<file path="config.mk">
export PLATFORM = sky130hd
export DESIGN_NAME = gpio_ctrl
export DESIGN_NICKNAME = d
export VERILOG_FILES = /design/src/rtl/gpio_ctrl_pkg.sv /design/src/rtl/gpio_cfg_regs.sv /design/src/rtl/gpio_pin_resolve.sv /design/src/rtl/gpio_event_track.sv /design/src/rtl/gpio_ctrl.sv
export SDC_FILE = /design/constraint.sdc
export NUM_CORES = 1
export LEC_CHECK = 0
export CAP_MARGIN = 25
export CELL_PAD_IN_SITES_DETAIL_PLACEMENT = 1
export CELL_PAD_IN_SITES_GLOBAL_PLACEMENT = 2
export CORE_ASPECT_RATIO = 0.5
export CORE_MARGIN = 1
export CORE_UTILIZATION = 39
export DETAILED_ROUTE_END_ITERATION = 10
export MAX_ROUTING_LAYER = met4
export PLACE_DENSITY = 0.85
export SYNTH_ARGS = -nofsm -noshare
export SYNTH_HDL_FRONTEND = slang
export SYNTH_SLANG_ARGS = --single-unit
</file>
<file path="constraint.sdc">
create_clock -name clk -period 2.2 [get_ports clk]
set_input_delay 0.33 -clock clk [delete_from_list [all_inputs] [get_ports clk]]
set_output_delay 0.33 -clock clk [all_outputs]
set_load 0.02 [all_outputs]
</file>
<file path="src/rtl/gpio_ctrl_pkg.sv">
package gpio_ctrl_pkg;

  localparam int unsigned REG_AW = 7;
  localparam int unsigned BUS_W  = 32;
  localparam int unsigned NKIND  = 4;

  localparam int unsigned KIND_RISE = 0;
  localparam int unsigned KIND_FALL = 1;
  localparam int unsigned KIND_HIGH = 2;
  localparam int unsigned KIND_LOW  = 3;

  typedef enum logic [REG_AW-1:0] {
    OFF_VALUE   = 7'h00,
    OFF_IN_EN   = 7'h04,
    OFF_OUT_EN  = 7'h08,
    OFF_PORT    = 7'h0C,
    OFF_PULL    = 7'h10,
    OFF_DRIVE   = 7'h14,
    OFF_RISE_IE = 7'h18,
    OFF_RISE_IP = 7'h1C,
    OFF_FALL_IE = 7'h20,
    OFF_FALL_IP = 7'h24,
    OFF_HIGH_IE = 7'h28,
    OFF_HIGH_IP = 7'h2C,
    OFF_LOW_IE  = 7'h30,
    OFF_LOW_IP  = 7'h34,
    OFF_ALT_EN  = 7'h38,
    OFF_ALT_SEL = 7'h3C,
    OFF_INVERT  = 7'h40
  } reg_off_e;

  // Level the block itself drives onto one pin.
  function automatic logic driven_level(input logic oe, input logic data, input logic inv);
    return oe & (data ^ inv);
  endfunction

  // Pin level: outside driver first, own driver second, pull-up last.
  function automatic logic resolve_level(input logic ext_en, input logic ext_val,
                                         input logic oe, input logic drv,
                                         input logic pull);
    if (ext_en)  return ext_val;
    if (oe)      return drv;
    return pull;
  endfunction

  // Sticky flag update: write-one clear, set condition wins.
  function automatic logic [BUS_W-1:0] next_pending(input logic [BUS_W-1:0] cur,
                                                    input logic [BUS_W-1:0] clr,
                                                    input logic [BUS_W-1:0] set);
    return (cur & ~clr) | set;
  endfunction

  // Offset of the flag register for one pending kind.
  function automatic reg_off_e pend_offset(input int unsigned kind);
    case (kind)
      KIND_RISE: return OFF_RISE_IP;
      KIND_FALL: return OFF_FALL_IP;
      KIND_HIGH: return OFF_HIGH_IP;
      default:   return OFF_LOW_IP;
    endcase
  endfunction

endpackage

</file>
<file path="src/rtl/gpio_cfg_regs.sv">
module gpio_cfg_regs
  import gpio_ctrl_pkg::*;
#(
  parameter int unsigned NPINS = 32
) (
  input  logic                 clk,
  input  logic                 rst_n,
  input  logic                 wr_en,
  input  logic [REG_AW-1:0]    addr,
  input  logic [NPINS-1:0]     wdata,
  output logic [NPINS-1:0]     in_en_q,
  output logic [NPINS-1:0]     out_en_q,
  output logic [NPINS-1:0]     port_q,
  output logic [NPINS-1:0]     pull_q,
  output logic [NPINS-1:0]     inv_q,
  output logic [NPINS-1:0]     rise_ie_q,
  output logic [NPINS-1:0]     fall_ie_q,
  output logic [NPINS-1:0]     high_ie_q,
  output logic [NPINS-1:0]     low_ie_q,
  output logic [NPINS-1:0]     drive_q,
  output logic [NPINS-1:0]     alt_en_q,
  output logic [NPINS-1:0]     alt_sel_q
);

  always_ff @(posedge clk or negedge rst_n) begin
    if (!rst_n) begin
      in_en_q   <= '0;
      out_en_q  <= '0;
      port_q    <= '0;
      pull_q    <= '0;
      inv_q     <= '0;
      rise_ie_q <= '0;
      fall_ie_q <= '0;
      high_ie_q <= '0;
      low_ie_q  <= '0;
      drive_q   <= '0;
      alt_en_q  <= '0;
      alt_sel_q <= '0;
    end else if (wr_en) begin
      case (addr)
        OFF_IN_EN:   in_en_q   <= wdata;
        OFF_OUT_EN:  out_en_q  <= wdata;
        OFF_PORT:    port_q    <= wdata;
        OFF_PULL:    pull_q    <= wdata;
        OFF_INVERT:  inv_q     <= wdata;
        OFF_RISE_IE: rise_ie_q <= wdata;
        OFF_FALL_IE: fall_ie_q <= wdata;
        OFF_HIGH_IE: high_ie_q <= wdata;
        OFF_LOW_IE:  low_ie_q  <= wdata;
        OFF_DRIVE:   drive_q   <= wdata;
        OFF_ALT_EN:  alt_en_q  <= wdata;
        OFF_ALT_SEL: alt_sel_q <= wdata;
        default: ;
      endcase
    end
  end

endmodule

</file>
<file path="src/rtl/gpio_pin_resolve.sv">
module gpio_pin_resolve
  import gpio_ctrl_pkg::*;
#(
  parameter int unsigned NPINS = 32
) (
  input  logic [NPINS-1:0] in_en,
  input  logic [NPINS-1:0] out_en,
  input  logic [NPINS-1:0] port,
  input  logic [NPINS-1:0] inv,
  input  logic [NPINS-1:0] pull,
  input  logic [NPINS-1:0] ext_en,
  input  logic [NPINS-1:0] ext_val,
  output logic [NPINS-1:0] drv_level,
  output logic [NPINS-1:0] pin_level,
  output logic [NPINS-1:0] in_val,
  output logic [NPINS-1:0] short_err
);

  for (genvar p = 0; p < NPINS; p++) begin : g_pin
    assign drv_level[p] = driven_level(out_en[p], port[p], inv[p]);
    assign pin_level[p] = resolve_level(ext_en[p], ext_val[p], out_en[p],
                                        drv_level[p], pull[p]);
    assign in_val[p]    = in_en[p] & pin_level[p];
    assign short_err[p] = ext_en[p] & out_en[p];
  end

endmodule

</file>
<file path="src/rtl/gpio_event_track.sv">
module gpio_event_track
  import gpio_ctrl_pkg::*;
#(
  parameter int unsigned NPINS = 32
) (
  input  logic              clk,
  input  logic              rst_n,
  input  logic              wr_en,
  input  logic [REG_AW-1:0] addr,
  input  logic [NPINS-1:0]  wdata,
  input  logic [NPINS-1:0]  in_val,
  input  logic [NPINS-1:0]  rise_ie,
  input  logic [NPINS-1:0]  fall_ie,
  input  logic [NPINS-1:0]  high_ie,
  input  logic [NPINS-1:0]  low_ie,
  output logic [NPINS-1:0]  value_q,
  output logic [NPINS-1:0]  rise_ip,
  output logic [NPINS-1:0]  fall_ip,
  output logic [NPINS-1:0]  high_ip,
  output logic [NPINS-1:0]  low_ip,
  output logic [NPINS-1:0]  irq
);

  logic [NPINS-1:0] set_v [NKIND];
  logic [NPINS-1:0] ie_v  [NKIND];
  logic [NPINS-1:0] ip_q  [NKIND];

  assign set_v[KIND_RISE] = in_val & ~value_q;
  assign set_v[KIND_FALL] = ~in_val & value_q;
  assign set_v[KIND_HIGH] = in_val;
  assign set_v[KIND_LOW]  = ~in_val;

  assign ie_v[KIND_RISE] = rise_ie;
  assign ie_v[KIND_FALL] = fall_ie;
  assign ie_v[KIND_HIGH] = high_ie;
  assign ie_v[KIND_LOW]  = low_ie;

  always_ff @(posedge clk or negedge rst_n) begin
    if (!rst_n) value_q <= '0;
    else        value_q <= in_val;
  end

  for (genvar k = 0; k < NKIND; k++) begin : g_kind
    localparam reg_off_e MY_OFF = pend_offset(k);
    logic [NPINS-1:0] clr;
    logic [NPINS-1:0] flags;

    assign clr = (wr_en && (addr == MY_OFF)) ? wdata : '0;

    always_ff @(posedge clk or negedge rst_n) begin
      if (!rst_n) flags <= '0;
      else        flags <= NPINS'(next_pending(BUS_W'(flags), BUS_W'(clr), BUS_W'(set_v[k])));
    end

    assign ip_q[k] = flags;
  end

  assign rise_ip = ip_q[KIND_RISE];
  assign fall_ip = ip_q[KIND_FALL];
  assign high_ip = ip_q[KIND_HIGH];
  assign low_ip  = ip_q[KIND_LOW];

  always_comb begin
    irq = '0;
    for (int k = 0; k < NKIND; k++) irq |= ip_q[k] & ie_v[k];
  end

endmodule

</file>
<file path="src/rtl/gpio_ctrl.sv">
module gpio_ctrl
  import gpio_ctrl_pkg::*;
#(
  parameter int unsigned NPINS = 32
) (
  input  logic              clk,
  input  logic              rst_n,
  input  logic              bus_wr,
  input  logic              bus_rd,
  input  logic [REG_AW-1:0] bus_addr,
  input  logic [BUS_W-1:0]  bus_wdata,
  output logic [BUS_W-1:0]  bus_rdata,
  input  logic [NPINS-1:0]  ext_drv_en,
  input  logic [NPINS-1:0]  ext_drv_val,
  output logic [NPINS-1:0]  pin_out,
  output logic [NPINS-1:0]  pin_oe,
  output logic [NPINS-1:0]  pin_irq,
  output logic [NPINS-1:0]  short_err
);

  logic [NPINS-1:0] in_en, out_en, port, pull, inv;
  logic [NPINS-1:0] rise_ie, fall_ie, high_ie, low_ie;
  logic [NPINS-1:0] drive, alt_en, alt_sel;
  logic [NPINS-1:0] pin_level, in_val, value_q;
  logic [NPINS-1:0] rise_ip, fall_ip, high_ip, low_ip;
  logic [NPINS-1:0] any_ie;
  logic [NPINS-1:0] wdata_n;
  logic [BUS_W-1:0] rd_word;

  assign wdata_n = bus_wdata[NPINS-1:0];
  assign any_ie  = rise_ie | fall_ie | high_ie | low_ie;
  assign pin_oe  = out_en;

  gpio_cfg_regs #(.NPINS(NPINS)) u_cfg (
    .clk      (clk),
    .rst_n    (rst_n),
    .wr_en    (bus_wr),
    .addr     (bus_addr),
    .wdata    (wdata_n),
    .in_en_q  (in_en),
    .out_en_q (out_en),
    .port_q   (port),
    .pull_q   (pull),
    .inv_q    (inv),
    .rise_ie_q(rise_ie),
    .fall_ie_q(fall_ie),
    .high_ie_q(high_ie),
    .low_ie_q (low_ie),
    .drive_q  (drive),
    .alt_en_q (alt_en),
    .alt_sel_q(alt_sel)
  );

  gpio_pin_resolve #(.NPINS(NPINS)) u_resolve (
    .in_en    (in_en),
    .out_en   (out_en),
    .port     (port),
    .inv      (inv),
    .pull     (pull),
    .ext_en   (ext_drv_en),
    .ext_val  (ext_drv_val),
    .drv_level(pin_out),
    .pin_level(pin_level),
    .in_val   (in_val),
    .short_err(short_err)
  );

  gpio_event_track #(.NPINS(NPINS)) u_events (
    .clk    (clk),
    .rst_n  (rst_n),
    .wr_en  (bus_wr),
    .addr   (bus_addr),
    .wdata  (wdata_n),
    .in_val (in_val),
    .rise_ie(rise_ie),
    .fall_ie(fall_ie),
    .high_ie(high_ie),
    .low_ie (low_ie),
    .value_q(value_q),
    .rise_ip(rise_ip),
    .fall_ip(fall_ip),
    .high_ip(high_ip),
    .low_ip (low_ip),
    .irq    (pin_irq)
  );

  function automatic logic [BUS_W-1:0] widen(input logic [NPINS-1:0] v);
    logic [BUS_W-1:0] w;
    w = '0;
    w[NPINS-1:0] = v;
    return w;
  endfunction

  always_comb begin
    case (bus_addr)
      OFF_VALUE:   rd_word = widen(value_q);
      OFF_IN_EN:   rd_word = widen(in_en);
      OFF_OUT_EN:  rd_word = widen(out_en);
      OFF_PORT:    rd_word = widen(port);
      OFF_PULL:    rd_word = widen(pull);
      OFF_DRIVE:   rd_word = widen(drive);
      OFF_RISE_IE: rd_word = widen(rise_ie);
      OFF_RISE_IP: rd_word = widen(rise_ip);
      OFF_FALL_IE: rd_word = widen(fall_ie);
      OFF_FALL_IP: rd_word = widen(fall_ip);
      OFF_HIGH_IE: rd_word = widen(high_ie);
      OFF_HIGH_IP: rd_word = widen(high_ip);
      OFF_LOW_IE:  rd_word = widen(low_ie);
      OFF_LOW_IP:  rd_word = widen(low_ip);
      OFF_ALT_EN:  rd_word = widen(alt_en);
      OFF_ALT_SEL: rd_word = widen(alt_sel);
      OFF_INVERT:  rd_word = widen(inv);
      default:     rd_word = '0;
    endcase
    bus_rdata = bus_rd ? rd_word : '0;
  end

endmodule

</file>
==> impl_metrics.py, run 1 <==
metrics = {
    "setup_path": {
        "start_kind": "primary input",
        "critical_path_class": "in -> out",
        "cp.arrival_ns": 2.39,
        "path_max_fanout": 8,
        "cp.required_ns": 1.87,
        "crit_path_end_kind": "output port",
    },
    "clock_tree": {
        "clkSinkCount": 544,
        "cts_htree_levels": 2,
        "numCtsBuffers": 51,
        "root_buffer": "clkbuf_16",
        "cts_tree": "done",
        "clk_latency_ns": 0.61,
        "path_clk_slew_ns": 0.07,
        "cts_max_path_buffers": 3,
    },
    "floorplan": {
        "die_w_um": 374,
        "dieArea_sq_mm": 0.0703,
        "die_height_um": 188,
        "pin_count": 267,
        "initial_core_util_pct": 39.9,
        "rows": 67,
        "core_area_sq_mm": 0.0677,
    },
    "grt": {
        "grt_antenna_before_repair": 4,
        "gr-total-overflow": 0,
        "grt_max_degree": 118,
        "grt_pass1_wl_mm": 174,
        "grtUsageTotal_pct": 34.5,
        "grt_pass1_vias": 25200,
    },
    "cells_and_area": {
        "final_common_cell": "dfrtp_1",
        "drive_above_1_share_pct": 40.4,
        "design_area_sq_mm": 0.0382,
        "final_core_util_pct": 56.4,
        "area_growth_pct": 41.5,
        "fill_cells": 6784,
        "mostFrequentLayoutCells": "dfrtp_1 (536), buf_4 (305), mux2_2 (271)",
        "layout.nets": 3076,
    },
    "outcome": {
        "outcome": "finished with violations",
        "violations": "negative setup slack",
    },
    "detailed_routing": {
        "wirelength_mm": 125,
        "wl_per_cell_um": 32.1,
        "dr.pass1.iters": 6,
        "avgViaCountPerCell": 6.25,
        "drt_iter0_drc": 2721,
        "post-route-drc-count": 0,
        "vias": 24400,
        "ant_nets": 0,
    },
    "logic_synthesis": {
        "syn_area_sq_mm": 0.0270,
        "synth_edf_count": 0,
        "yosysWarnings": 0,
        "yosysUniqueCellTypes": 71,
        "yosysSeqAreaShare_pct": 50.5,
        "syn_nets": 2441,
        "async_reset_ff_share_pct": 100,
        "synthFlopType": "dfrtp_1",
        "syn_inst": 2334,
        "ys_seq_elements": 544,
        "synth.avg_cell_area_sq_um": 11.6,
    },
    "power_and_ir_drop": {
        "clkPwrFrac_pct": 33.3,
        "power_leakage_uw": 0.0176,
        "pwr-share-seq_pct": 47.1,
        "vdd_drop_max_mv": 0.493,
        "intPower_uw": 18800,
        "p_per_area_mw_per_mm2": 715,
        "p_sw_uw": 8410,
        "power_switching_share_pct": 30.9,
        "total_power_uw": 27300,
        "p_comb_share_pct": 19.6,
    },
    "timing": {
        "slew_viol_final": 0,
        "worstMarginPinSlew_ns": 0.704,
        "finClkSkew_ns": 0.0122,
        "fin_crit_sh_pct": 123,
        "min_period_ns": 2.72,
        "hold_viol": 0,
        "max_slew_margin_pct": 52.9,
        "fmax_mhz": 368,
        "setup_viol_count_final": 33,
        "rsz0062_at_grt": "yes",
        "fin_ws_ns": -0.517,
    },
    "place": {
        "hpwlAfterDp_mm": 81.9,
        "numPortBuffers": 266,
        "placed_area_sq_mm": 0.0334,
        "gp_congestion": 0.982,
    },
    "job": {
        "maxCapViolations": 0,
    },
    "min_path": {
        "min_path_type": "in -> async",
    },
}
## metal layers
metal,GRT usage [%],share of wire (%)
met1,45.8,40
met5,-,0
met2,52.5,46
met4,13.3,5.2
met3,6.03,9.2
## logic make-up after synthesis
| kind of cell | share of synthesized area (%) |
|---|---|
| AO/OA/AOI/OAI | 15.3 |
| XOR/XNOR | 1.04 |
| buffers and inverters | 3.49 |
| flip-flops | 50.5 |
| multiplexers | 20.4 |
| AND/OR/NAND/NOR | 9.29 |
## cell type report
class | instances | area [sq um] | share of cell area [%]
Multi-Input combinational cell | 1594 | 14100 | 37.0
Clock inverter | 13 | 125 | 0.328
Antenna cell | 3 | 7.51 | 0.0197
Inverter | 36 | 135 | 0.354
Clock buffer | 74 | 1460 | 3.83
Sequential cell | 544 | 13600 | 35.7
Timing Repair Buffer | 742 | 7560 | 19.8
Tap cell | 897 | 1120 | 2.94
## synthesized netlist by cell type (6+ instances only)
cell	number	share of area [%]
dfrtp_1	544	50
mux2_2	275	11
nand2_1	266	3.7
a22oi_1	162	4.5
mux2i_1	87	3.2
o21ai_0	87	1.6
nor2_1	82	1.1
and2_1	72	1.7
mux2_4	72	4.0
clkbuf_1	69	0.96
buf_2	56	1.0
a21o_1	54	1.5
a22o_1	39	1.3
a21oi_1	37	0.69
inv_1	36	0.50
o2bb2ai_1	36	1.2
a211oi_1	35	0.97
o22ai_1	34	0.79
mux2_1	30	1.3
nor2b_1	29	0.67
xnor2_1	22	0.71
a31oi_1	21	0.49
a221oi_1	15	0.49
nand3_1	14	0.26
buf_4	12	0.33
buf_6	12	0.50
buf_1	10	0.14
xor2_1	10	0.32
a2111oi_0	9	0.29
a32oi_1	9	0.29
and3_1	8	0.19
nor3_1	8	0.15
o32ai_1	7	0.23
a41oi_1	6	0.19
## what timing repair did
| item | in CTS | in global routing |
|---|---|---|
| endpoints found under the hold margin | 123 | 0 |
| endpoints found under the setup margin | 190 | 42 |
| gates resized for setup | 496 | 203 |
| setup buffers | 69 | 60 |
| pin swaps | 85 | 86 |
| gates cloned | 1 | 1 |
| hold buffers | 1 | 0 |
## worst paths after layout
kind	startpoint	cells after the start	slack (ns)	to
max	bus_addr[6]	12	-0.52	bus_rdata[5]
min	rst_n	2	0.16	u_cfg.out_en_q[3]$_DFFE_PN0P_
max reg2reg	u_cfg.port_q[17]$_DFFE_PN0P_	6	0.31	u_events.high_ip[17]$_DFF_PN0_
min reg2reg	u_events.value_q[1]$_DFF_PN0_	1	0.47	u_events.rise_ip[1]$_DFF_PN0_
max in group asynchronous	rst_n	4	1.06	u_cfg.out_en_q[21]$_DFFE_PN0P_
min in group clk	bus_wdata[29]	3	0.45	u_events.low_ip[29]$_DFF_PN0_
## metrics by stage
stage / TNS (ns) / worst slack, ns / cells / hold slack (ns)
floorplan: -0.782 / -0.0535 / 2334 / 0.0344
global placement: -274.22 / -1.35 / 3695 / 0.182
detailed placement: -303.49 / -1.40 / 3695 / 0.184
CTS: -7.58 / -0.382 / 3849 / 0.144
global route: -10.45 / -0.495 / 3903 / 0.173
finish: -10.07 / -0.517 / 3903 / 0.159
## power groups by stage
stage	Clock, uW	Sequential [uW]	Combinational, uW
after detailed placement	0	12800	4810
after floorplan	0	12400	2560
after global placement	0	12800	4670
after global routing	9440	12900	5640
final	9080	12800	5340
after CTS	9010	12700	4990
## critical path, stage by stage
cell and delay (ns):
buf_12 0.13, buf_6 0.13, nor4_4 0.36, buf_4 0.23, nand3b_1 0.14, buf_6 0.19
buf_6 0.14, o22ai_2 0.16, a2111oi_4 0.05, buf_4 0.16, a21oi_4 0.19, buf_6 0.15
Note: power is estimated with default switching activity, not from simulation.
==> run 2: changes to the inputs <==
- CTS_CLUSTER_SIZE: default -> 25
- PLACE_DENSITY: 0.85 -> default
- PLACE_DENSITY_LB_ADDON: default -> 0.1
==> run 2 against run 1 <==
Sequential power about the same. First-iteration DRC count down 26%. The flow still finishes with violations (negative setup slack). Combinational power down 3.9%. Largest cell class unchanged. Critical path type unchanged. Sequential cell count unchanged. Via count down 5.0%. Core utilization down 0.58 points. Setup slack better by 0.16 ns. Fmax up 6.1%. Register-to-register slack better by 0.13 ns. Global-route usage down 0.75 points. Sequential share of layout area up 0.40 points. Final area down 1.0%.
==> impl_metrics.py, run 2 (same netlist as run 1, synthesis figures left out) <==
metrics = {
    "floorplan": {
        "rows": 67,
        "die_w_um": 374,
        "initial_core_util_pct": 39.9,
        "dieArea_sq_mm": 0.0703,
        "core_area_sq_mm": 0.0677,
        "pin_count": 267,
        "die_height_um": 188,
    },
    "timing": {
        "setup_viol_count_final": 32,
        "fin_ws_ns": -0.361,
        "hold_viol": 0,
        "fin_crit_sh_pct": 116,
        "finClkSkew_ns": 0.0207,
        "min_period_ns": 2.56,
        "max_slew_margin_pct": 52.6,
        "tns_ns": -9.04,
        "fmax_mhz": 390,
        "rsz0062_at_grt": "yes",
        "worstMarginPinSlew_ns": 0.708,
        "slew_viol_final": 0,
    },
    "detailed_routing": {
        "ant_nets": 0,
        "wirelength_mm": 117,
        "post-route-drc-count": 0,
        "avgViaCountPerCell": 5.94,
        "dr.pass1.iters": 5,
        "wl_per_cell_um": 29.9,
        "drt_iter0_drc": 2010,
        "vias": 23200,
    },
    "setup_path": {
        "path_max_fanout": 5,
        "cp.required_ns": 1.87,
        "start_kind": "primary input",
        "crit_path_end_kind": "output port",
        "cp.arrival_ns": 2.23,
        "critical_path_class": "in -> out",
    },
    "grt": {
        "grt_pass1_vias": 24000,
        "grt_max_degree": 65,
        "gr-total-overflow": 0,
        "grt_antenna_before_repair": 1,
        "grtUsageTotal_pct": 33.7,
        "grt_pass1_wl_mm": 169,
    },
    "power_and_ir_drop": {
        "intPower_uw": 19400,
        "p_comb_share_pct": 18.6,
        "clkPwrFrac_pct": 35.2,
        "p_per_area_mw_per_mm2": 730,
        "p_sw_uw": 8130,
        "vdd_drop_max_mv": 0.556,
        "power_leakage_uw": 0.0175,
        "pwr-share-seq_pct": 46.2,
        "power_switching_share_pct": 29.5,
    },
    "cells_and_area": {
        "area_growth_pct": 40.0,
        "final_common_cell": "dfrtp_1",
        "layout.nets": 3070,
        "mostFrequentLayoutCells": "dfrtp_1 (529), buf_4 (347), mux2_2 (272)",
        "drive_above_1_share_pct": 38.6,
        "register_area_sq_mm": 0.0136,
        "fill_cells": 6862,
        "multiInputGateArea_sq_mm": 0.0137,
        "design_area_sq_mm": 0.0378,
    },
    "place": {
        "gp_congestion": 0.981,
        "placed_area_sq_mm": 0.0336,
        "hpwlAfterDp_mm": 83.3,
        "numPortBuffers": 266,
    },
    "clock_tree": {
        "clkSinkCount": 544,
        "numCtsBuffers": 52,
        "cts_htree_levels": 2,
        "cts_tree": "done",
        "root_buffer": "clkbuf_16",
        "cts_max_path_buffers": 3,
        "path_clk_slew_ns": 0.05,
        "clk_latency_ns": 0.62,
    },
    "job": {
        "maxCapViolations": 0,
    },
    "outcome": {
        "violations": "negative setup slack",
        "outcome": "finished with violations",
    },
    "min_path": {
        "min_path_type": "in -> async",
    },
}
run 2: cell types whose count changed in the layout (fill, tap and decap cells not counted), moves of 6 or more:
cell | previous run | this run
dlygate4sd2_1 | 69 | 63
nor2_2 | 15 | 8
buf_4 | 305 | 347
a22oi_2 | 32 | 25
dfrtp_1 | 536 | 529
o22ai_1 | 13 | 22
dfrtp_2 | 8 | 15
buf_6 | 114 | 67
a21oi_2 | 19 | 9
a21oi_1 | 17 | 25
o22ai_2 | 18 | 4
nor2_1 | 62 | 68
a22oi_1 | 130 | 137
run 2: layer usage:
layer / vias up / routed length, um / track usage, %
met5: - / 0 / -
met4: 0 / 2260 / 6.38
met3: 173 / 9260 / 6.82
met2: 878 / 52700 / 50.5
met1: 12300 / 52500 / 47.5
li1: 9833 / - / -
run 2: layout make-up:
class                      count  share of cell area [%]
antenna                        1                 0.00663
clock buffer                  73                    3.95
clock inverter                18                   0.689
inverter                      36                   0.358
multi-input combinational   1594                    36.3
sequential                   544                    36.1
tap                          897                    2.97
timing repair buffer         735                    19.6
run 2: through the flow:
stage                     hold slack [ns]  cells  setup slack [ns]  power [uW]  util [%]
after global placement              0.354   3729             -1.27       17500      49.7
final                               0.288   3898            -0.361       27600      55.8
after floorplan                    0.0344   2334           -0.0535       14900         -
after CTS                           0.296   3869            -0.403       27400      54.5
after detailed placement            0.357   3729             -1.27       17700      49.7
after global routing                0.323   3898            -0.380       28500      55.8
run 2: power by group through the flow:
stage                     registers [uW]  clock network, uW  logic, uW
after floorplan                    12400                  0       2560
after global placement             12800                  0       4780
after detailed placement           12800                  0       4880
after CTS                          12700               9770       5010
after global routing               12900              10200       5490
final                              12700               9700       5130
run 2: critical path: stages:
cell and delay [ns]:
buf_12 0.11, buf_12 0.13, or4_4 0.56, buf_8 0.17
nor2_8 0.11, buf_12 0.12, buf_8 0.10, a32o_2 0.15
a2111oi_4 0.05, a31oi_2 0.20, buf_4 0.18
run 2: repair_timing:
| item | CTS | global route |
|---|---|---|
| setup endpoints to repair | 121 | 51 |
| resized for setup | 413 | 152 |
| cloned | 5 | 1 |
| hold buffers | 1 | 0 |
| pin swaps | 84 | 84 |
| buffers inserted | 49 | 35 |
| endpoints found under the hold margin | 35 | 0 |
run 2: final timing paths:
kind	endpoint	from	slack, ns	cells past startpoint
min in group clk	u_events.rise_ip[12]$_DFF_PN0_	u_events.value_q[12]$_DFF_PN0_	0.47	1
setup reg to reg	u_events.high_ip[4]$_DFF_PN0_	u_cfg.inv_q[4]$_DFFE_PN0P_	0.44	5
hold reg to reg	u_events.rise_ip[12]$_DFF_PN0_	u_events.value_q[12]$_DFF_PN0_	0.47	1
setup / recovery	bus_rdata[25]	bus_addr[1]	-0.36	11
hold / removal	u_cfg.in_en_q[9]$_DFFE_PN0P_	rst_n	0.29	2
max in group asynchronous	u_cfg.out_en_q[30]$_DFFE_PN0P_	rst_n	1.06	3
